<file path="src/rtl/dram_dec_pkg.sv">
package dram_dec_pkg;
  localparam int unsigned HOLE_W = 2;

  typedef enum logic [HOLE_W-1:0] {
    HOLE_NONE = 2'b00,
    HOLE_LOW  = 2'b01,
    HOLE_HIGH = 2'b10,
    HOLE_RSVD = 2'b11
  } hole_mode_e;

  // carve-out windows, byte addresses, end exclusive
  localparam logic [31:0] LOW_HOLE_BASE  = 32'h0008_0000;
  localparam logic [31:0] LOW_HOLE_END   = 32'h000A_0000;
  localparam logic [31:0] HIGH_HOLE_BASE = 32'h00F0_0000;
  localparam logic [31:0] HIGH_HOLE_END  = 32'h0100_0000;
endpackage

</file>
<file path="src/rtl/dram_bnd_regs.sv">
module dram_bnd_regs
  import dram_dec_pkg::*;
#(
  parameter int unsigned ROWS  = 8,
  parameter int unsigned BND_W = 8,
  parameter int unsigned SEL_W = 4
) (
  input  logic                            clk,
  input  logic                            rst_n,
  input  logic                            cfg_we,
  input  logic [SEL_W-1:0]                cfg_sel,
  input  logic [BND_W-1:0]                cfg_wdata,
  output logic [ROWS-1:0][BND_W-1:0]      bnd,
  output hole_mode_e                      hole_code
);
  localparam logic [SEL_W-1:0] CTRL_IDX = SEL_W'(ROWS);

  logic [ROWS-1:0][BND_W-1:0] bnd_d, bnd_q;
  logic [ROWS-1:0]            bnd_en;
  hole_mode_e                 hole_d, hole_q;
  logic                       hole_en;

  // write enables per register; unmapped indices match nothing
  always_comb begin
    for (int n = 0; n < ROWS; n++) begin
      bnd_en[n] = cfg_we && (cfg_sel == SEL_W'(n));
      bnd_d[n]  = bnd_en[n] ? cfg_wdata : bnd_q[n];
    end
    hole_en = cfg_we && (cfg_sel == CTRL_IDX);
    hole_d  = hole_en ? hole_mode_e'(cfg_wdata[HOLE_W-1:0]) : hole_q;
  end

  always_ff @(posedge clk or negedge rst_n) begin
    if (!rst_n) begin
      bnd_q  <= '0;
      hole_q <= HOLE_NONE;
    end else begin
      if (|bnd_en) bnd_q  <= bnd_d;
      if (hole_en) hole_q <= hole_d;
    end
  end

  assign bnd       = bnd_q;
  assign hole_code = hole_q;
endmodule

</file>
<file path="src/rtl/dram_row_match.sv">
module dram_row_match #(
  parameter int unsigned ROWS      = 8,
  parameter int unsigned BND_W     = 8,
  parameter int unsigned ADDR_W    = 32,
  parameter int unsigned GRAN_LOG2 = 23
) (
  input  logic [ADDR_W-1:0]          addr,
  input  logic [ROWS-1:0][BND_W-1:0] bnd,
  output logic [ROWS-1:0]            row_onehot,
  output logic                       any_row
);
  localparam int unsigned PAGE_W = ADDR_W - GRAN_LOG2;
  localparam int unsigned CMP_W  = (PAGE_W > BND_W) ? PAGE_W : BND_W;

  logic [CMP_W-1:0] addr_units;
  logic [ROWS-1:0]  below;
  logic [ROWS:0]    taken;

  assign addr_units = CMP_W'(addr[ADDR_W-1:GRAN_LOG2]);
  assign taken[0]   = 1'b0;

  // lowest row whose running total exceeds the address wins
  for (genvar n = 0; n < ROWS; n++) begin : g_row
    assign below[n]      = addr_units < CMP_W'(bnd[n]);
    assign row_onehot[n] = below[n] & ~taken[n];
    assign taken[n+1]    = taken[n] | below[n];
  end

  assign any_row = taken[ROWS];
endmodule

</file>
<file path="src/rtl/dram_hole_check.sv">
module dram_hole_check
  import dram_dec_pkg::*;
#(
  parameter int unsigned ADDR_W = 32
) (
  input  logic [ADDR_W-1:0] addr,
  input  hole_mode_e        hole_code,
  output logic              in_hole
);
  localparam logic [ADDR_W-1:0] LO_B = ADDR_W'(LOW_HOLE_BASE);
  localparam logic [ADDR_W-1:0] LO_E = ADDR_W'(LOW_HOLE_END);
  localparam logic [ADDR_W-1:0] HI_B = ADDR_W'(HIGH_HOLE_BASE);
  localparam logic [ADDR_W-1:0] HI_E = ADDR_W'(HIGH_HOLE_END);

  logic in_low, in_high;

  assign in_low  = (addr >= LO_B) && (addr < LO_E);
  assign in_high = (addr >= HI_B) && (addr < HI_E);

  always_comb begin
    unique case (hole_code)
      HOLE_LOW:  in_hole = in_low;
      HOLE_HIGH: in_hole = in_high;
      default:   in_hole = 1'b0;  // none and reserved
    endcase
  end
endmodule

</file>
<file path="src/rtl/dram_row_decoder.sv">
module dram_row_decoder
  import dram_dec_pkg::*;
#(
  parameter int unsigned ROWS      = 8,
  parameter int unsigned BND_W     = 8,
  parameter int unsigned ADDR_W    = 32,
  parameter int unsigned GRAN_LOG2 = 23
) (
  input  logic                         clk,
  input  logic                         rst_n,
  input  logic                         cfg_we,
  input  logic [$clog2(ROWS+1)-1:0]    cfg_sel,
  input  logic [BND_W-1:0]             cfg_wdata,
  input  logic                         addr_valid,
  input  logic [ADDR_W-1:0]            addr,
  output logic                         result_valid,
  output logic [ROWS-1:0]              row_sel,
  output logic                         hit,
  output logic                         miss
);
  localparam int unsigned SEL_W = $clog2(ROWS+1);

  logic [ROWS-1:0][BND_W-1:0] bnd;
  hole_mode_e                 hole_code;
  logic [ROWS-1:0]            row_onehot;
  logic                       any_row;
  logic                       in_hole;

  logic                       vld_d, vld_q;
  logic [ROWS-1:0]            sel_d, sel_q;
  logic                       hit_d, hit_q;
  logic                       miss_d, miss_q;

  dram_bnd_regs #(.ROWS(ROWS), .BND_W(BND_W), .SEL_W(SEL_W)) i_regs (
    .clk       (clk),
    .rst_n     (rst_n),
    .cfg_we    (cfg_we),
    .cfg_sel   (cfg_sel),
    .cfg_wdata (cfg_wdata),
    .bnd       (bnd),
    .hole_code (hole_code)
  );

  dram_row_match #(.ROWS(ROWS), .BND_W(BND_W), .ADDR_W(ADDR_W),
                   .GRAN_LOG2(GRAN_LOG2)) i_match (
    .addr       (addr),
    .bnd        (bnd),
    .row_onehot (row_onehot),
    .any_row    (any_row)
  );

  dram_hole_check #(.ADDR_W(ADDR_W)) i_hole (
    .addr      (addr),
    .hole_code (hole_code),
    .in_hole   (in_hole)
  );

  always_comb begin
    vld_d  = addr_valid;
    sel_d  = '0;
    hit_d  = 1'b0;
    miss_d = 1'b0;
    if (addr_valid) begin
      hit_d  = any_row & ~in_hole;
      miss_d = ~hit_d;
      sel_d  = hit_d ? row_onehot : '0;
    end
  end

  always_ff @(posedge clk or negedge rst_n) begin
    if (!rst_n) begin
      vld_q  <= 1'b0;
      sel_q  <= '0;
      hit_q  <= 1'b0;
      miss_q <= 1'b0;
    end else begin
      vld_q  <= vld_d;
      sel_q  <= sel_d;
      hit_q  <= hit_d;
      miss_q <= miss_d;
    end
  end

  assign result_valid = vld_q;
  assign row_sel      = sel_q;
  assign hit          = hit_q;
  assign miss         = miss_q;
endmodule

</file>
<file path="config.mk">
export PLATFORM = sky130hd
export DESIGN_NAME = dram_row_decoder
export DESIGN_NICKNAME = d
export VERILOG_FILES = /design/src/rtl/dram_dec_pkg.sv /design/src/rtl/dram_bnd_regs.sv /design/src/rtl/dram_row_match.sv /design/src/rtl/dram_hole_check.sv /design/src/rtl/dram_row_decoder.sv
export SDC_FILE = /design/constraint.sdc
export NUM_CORES = 1
export LEC_CHECK = 0
export BUFFER_PORTS_ARGS = -buffer_cell sky130_fd_sc_hd__buf_2
export CORE_MARGIN = 2
export CORE_UTILIZATION = 50
export CTS_BUF_LIST = sky130_fd_sc_hd__clkbuf_8
export DETAILED_ROUTE_END_ITERATION = 7
export GPL_TIMING_DRIVEN = 0
export PLACE_DENSITY_LB_ADDON = 0.25
export REMOVE_ABC_BUFFERS = 1
export SKIP_LAST_GASP = 1
export SYNTH_ARGS = -nofsm -noshare
export SYNTH_HDL_FRONTEND = slang
export SYNTH_HIERARCHICAL = 1
export SYNTH_SLANG_ARGS = --single-unit
</file>
<file path="constraint.sdc">
create_clock -name clk -period 2.1 [get_ports clk]
set_clock_uncertainty 0.05 [all_clocks]
set_input_delay 0.525 -clock clk [delete_from_list [all_inputs] [get_ports clk]]
set_output_delay 0.525 -clock clk [all_outputs]
set_load 0.01 [all_outputs]
</file>
---- After elaboration in Yosys (flattened, before gate mapping) ----
Cells that the tools add are included.
word-level totals
  bits in registers ....................... 77
  latch bits .............................. 0
  RAM bits ................................ 0
  ROM bits ................................ 0
  output and inout bits ................... 11
  memories ................................ 0
operators by class
  add/subtract/negate cells ............... 0
  multipliers ............................. 0
  div/mod/pow operators ................... 0
  magnitude comparators ................... 12
  eq/ne operators ......................... 10
  shifts and indexed selects .............. 0
  multiplexer cells ....................... 5
  bitwise gates (word level) .............. 24
  reductions and logical operators ........ 21
operators with widths
  cell                    count
  $lt A9 B8 Y1            8
  $ge A32 B20 Y1 const B  1
  $ge A32 B24 Y1 const B  1
  $lt A32 B20 Y1 const B  1
  $lt A32 B25 Y1 const B  1
  $eq A4 B3 Y1 const B    4
  $mux W8                 2
  $reduce_and A2 Y1       8
  $logic_and A1 B1 Y1     11
  $not A1 Y1              9
  $and A1 B1 Y1           8
  $eq A4 B2 Y1 const B    2
  $reduce_or A8 Y1        1
  $or A1 B1 Y1            7
  $eq A4 B1 Y1 const B    1
  $eq A4 B4 Y1 const B    1
  $logic_not A4 Y1        1
  $eq A2 B1 Y1 const B    1
  $eq A2 B2 Y1 const B    1
  $mux W1                 2
  $pmux W1 S2             1

---- Depth between registers and ports, before layout ----
  depth in word-level cells ............... 11
  gate-level depth with buffers ........... 10
  mapped depth without buffers ............ 9

---- Hierarchy ----
The synthesis kept the hierarchy.
modules (own cells, without submodules)
  module            times used  cells each  area each (um^2)  sequential area each (um^2)
  dram_bnd_regs     1           148         2,583.7           1,651.6
  dram_row_match    1           213         1,562.7           0.0
  dram_row_decoder  1           22          351.6             275.3
  dram_hole_check   1           14          112.6             0.0

---- Worst setup path before layout ----
Ideal clock, no wire load.
  path kind ............................... input to register
  start point ............................. in addr[27]
  end point ............................... reg sel_q[0] (netlist: row_sel[0])
  data arrival time ....................... 2.233 ns
  required time ........................... 1.983 ns
  path slack .............................. -0.250 ns
  stages .................................. 9
  buffers on the path ..................... 1
  path through ............................ ha_1 > a211oi_1 > o21ai_1 > a2111oi_1 > or3_1 > buf_6 > nand4bb_1 > nor2b_4 > and3_1
between the ends
  cells in the longest elaborated chain, start to end .. 11
RTL lines
  element                    RTL line                source
  from (decl)                dram_row_decoder.sv:15  input logic [ADDR_W-1:0] addr,
  $lt A9 B8 Y1               dram_row_match.sv:24    assign below[n] = addr_units < CMP_W'(bnd[n]);
  $or A1 B1 Y1 (6 in a row)  dram_row_match.sv:26    assign taken[n+1] = taken[n] | below[n];
  $or A1 B1 Y1 *             dram_row_match.sv:26
  via any_row                dram_row_decoder.sv:26  logic any_row;
  $and A1 B1 Y1 *            dram_row_decoder.sv:64  hit_d = any_row & ~in_hole;
  $mux W8 *                  dram_row_decoder.sv:66  sel_d = hit_d ? row_onehot : '0;
  $mux W8 *                  dram_row_decoder.sv:63  if (addr_valid) begin
  via sel_d[0]               dram_row_decoder.sv:30  logic [ROWS-1:0] sel_d, sel_q;
  to (signal assigned)       dram_row_decoder.sv:78  sel_q <= sel_d;
  to (decl)                  dram_row_decoder.sv:30
The timed path passes the listed nets; every way through them passes the cells marked *.
A chain may end at the register's enable or synchronous reset.

---- Final worst setup path ----
  start point ............................. reg i_regs.bnd_q (netlist bit i_regs/bnd[14])
  end point ............................... reg sel_q[6] (netlist: row_sel[6])
RTL lines
  element                    RTL line                source
  from (decl)                dram_bnd_regs.sv:18     logic [ROWS-1:0][BND_W-1:0] bnd_d, bnd_q;
  from (signal assigned)     dram_bnd_regs.sv:38     if (|bnd_en) bnd_q <= bnd_d;
  $lt A9 B8 Y1               dram_row_match.sv:24
  $or A1 B1 Y1 (5 in a row)  dram_row_match.sv:26
  $not A1 Y1                 dram_row_match.sv:25    assign row_onehot[n] = below[n] & ~taken[n];
  $and A1 B1 Y1              dram_row_match.sv:25
  via row_onehot[6]          dram_row_decoder.sv:25  logic [ROWS-1:0] row_onehot;
  $mux W8                    dram_row_decoder.sv:66
  $mux W8                    dram_row_decoder.sv:63
  via sel_d[6]               dram_row_decoder.sv:30
The timed path passes the listed nets, and every way through them passes these cells.

==> impl_metrics.ini <==
[worst_setup_path]
critPathSlowestCell = or3_4
r2r-start = i_regs/bnd[14]$_DFFE_PN0P_
cp.required_ns = 2.34
crit_path_cell_trace = inv_1 -> ha_4 -> nand3_4 -> o211ai_1 -> a21oi_2 -> or3_4 -> buf_4 -> nor3_1 -> and3_4
worst-path-buf-inv = 2
end_kind = flip-flop
start_kind = flip-flop
max_stage_delay_ns = 0.40
cp_top_family = simple AND/OR/NAND/NOR gates
worst-setup-path-type = flip-flop to flip-flop
worstPathArrival_ns = 2.46
critPathMaxFanout = 5
startpoint = i_regs/bnd[14]$_DFFE_PN0P_

[routing]
wl_met3_um = 302
route.top_layer_used = met4
viasPerCell = 5.57
drt-initial-drc-count = 92
antenna_left = 0
drt-total-wl_um = 9900
drc = 0
vias = 3187
wl_met1_um = 4400
met2WireLength_um = 4980
dr.pass1.iters = 4
wl_per_cell_um = 17.3

[finish]
areaGrowthSynthToFinish_pct = 20.9
final_cells = 572
multiInputGateArea_sq_um = 2730
diodes = 0
final_util = 0.612
nFillCells = 731
drive_gt1_frac = 0.406
ff_latch_area_sq_um = 1930
nNetsFinal = 562

[sta]
layout_min_cycle_time_ns = 2.21
tns_ns = -0.812
fin_crit_sh = 1.05
rsz0062_at_grt = yes
setup_viol = 10
worst_slew_pin_slew_ns = 0.698
final-max-slew-violation-count = 0
final.setup.worst_slack_ns = -0.115
finalHoldViolCount = 0
slew_headroom = 0.533
max_freq_mhz = 451

[cts]
cts_tree = built
cts_made_buffers = 9
cts_buffer_depth = 2
cts_sinks = 77
cts.clk_slew.worst_paths_ns = 0.08
clockRootBuffer = clkbuf_8
htree_levels = 3
clk_latency_ns = 0.35

[worst_hold_path]
hold_start = addr_valid
hold_path_class = input port to flip-flop

[floorplan]
core_sq_um = 9110
die_area_sq_um = 10000
die_y_um = 100
rows = 35
io_pins = 59
start_util = 0.506
die_w_um = 100

[yosys]
netlist.area_leader.share = 0.418
synthesis.instances = 397
synth-main-ff-cell = dfrtp_1
synth_seq_area_share = 0.418
netlist_top_cells_area = dfrtp_1 (42%), ha_1 (16%), mux2_2 (14%)
synth-seq-cells = 77
synth_area_sq_um = 4610
synth_cell_type_count = 48
syn_avg_cell_area_sq_um = 11.6
synth_edf_count = 0
yosys.area.top_type = dfrtp_1
yosys_warnings = 6
ys_async_sr_fraction = 1.00

[run_status]
status = finished, violations left
violations = setup timing

[pwr]
p_leak_uw = 0.00270
cellPowerDensity_nw_per_um2 = 865
seqPwrFrac = 0.404
intPower_uw = 3350
swShare = 0.305
ir_drop_mv = 0.398
clock_power_share = 0.262
pwr-share-comb = 0.335
switchingPower_uw = 1470

[grt]
grt_usage = 0.214
grt_pass1_wl_um = 16400
grt_max_degree = 61
grt_pass1_vias = 3320
grt_remaining_overflow = 0
antenna_found_initial = 0

[placement]
gp_congestion = 0.830
port_buffers = 41
dp_hpwl_um = 6940
pre_cts_ws_ns = -0.821
dp.cells = 545

[run]
maxCapViolCount = 0
-- cell families (layout without fill, tap and decap cells) --
kind of cell    count (synthesis)  count (layout)  synth area share
compound gates                 50              50            0.0711
fa+ha+maj                      58              58             0.157
buf+inv                        65             128            0.0583
flops                          77              77             0.418
mux                            66              66             0.168
simple gates                   81              82             0.128
-- state kept, by name, summed over array words and instances (netlist names) --
register          flops
result_valid          1
row_sel               8
hit                   1
miss                  1
i_regs/hole_code      2
i_regs/bnd           64
-- repair_timing --
action | 4_1_cts | 5_1_grt
hold buffers | 1 | 0
cloned | 1 | 0
pin swaps | 11 | 19
setup endpoints to repair | 10 | 10
resized for setup | 41 | 16
hold endpoints to repair | 17 | 0
buffers inserted | 5 | 4
-- cell usage in the layout, fill, tap and decap left out, types with 5 or more instances in the layout --
cell,count
a21oi_1,16
clkbuf_8,11
nand3_1,7
inv_1,55
buf_2,33
and3_1,6
nor2b_1,5
ha_4,10
nand2_1,12
buf_4,17
inv_2,6
mux2_2,58
ha_1,48
mux2_4,8
nor2_1,6
dfrtp_1,77
-- metal layers --
layer,up-vias,global-route usage
met5,-,0
met4,0,0.0738
met3,15,0.0376
met2,51,0.376
met1,1600,0.268
li1,1521,-
-- power by group through the flow --
stage                     logic [uW]  registers [uW]  clock network [uW]
after floorplan                  934            1940                   0
after global placement          1220            1960                   0
after detailed placement        1300            1970                   0
after CTS                       1500            1950                1300
after global routing            1800            1990                1350
final                           1610            1950                1260
-- final timing paths --
path | slack (ns) | end | cells after the start
max | -0.11 | row_sel[6]$_DFF_PN0_ | 9
min in group asynchronous | 0.53 | i_regs/bnd[16]$_DFFE_PN0P_ | 2
min reg2reg | 0.46 | i_regs/bnd[0]$_DFFE_PN0P_ | 1
max reg2reg | -0.11 | row_sel[6]$_DFF_PN0_ | 9
min | 0.34 | result_valid$_DFF_PN0_ | 1
max in group asynchronous | 0.89 | i_regs/bnd[3]$_DFFE_PN0P_ | 3
-- synthesized netlist by cell type (4+ instances only) --
cell type,n
o211ai_1,4
and3_1,11
a211oi_1,5
nand2_1,12
a21oi_1,18
nand3_1,10
nand2b_1,4
nor2_1,7
o21ai_0,5
mux2_2,58
ha_1,58
nor3_1,4
mux2_4,8
inv_1,60
dfrtp_1,77
a21o_1,4
nor2b_1,5
-- cell type report --
cell class	instances	share of cell area
Multi-Input combinational cell	256	0.489
Sequential cell	77	0.346
Clock inverter	5	0.0132
Timing Repair Buffer	52	0.0593
Inverter	60	0.0404
Tap cell	111	0.0249
Clock buffer	11	0.0272
-- through the flow --
stage               instance area, sq um  hold WS [ns]  total power [uW]
detailed placement                  4940         0.364              3270
CTS                                 5440         0.317              4750
global route                        5570         0.333              5150
floorplan                           4570         0.179              2870
finish                              5570         0.342              4820
global placement                    4910         0.429              3180
(Power assumes the default switching activity.)
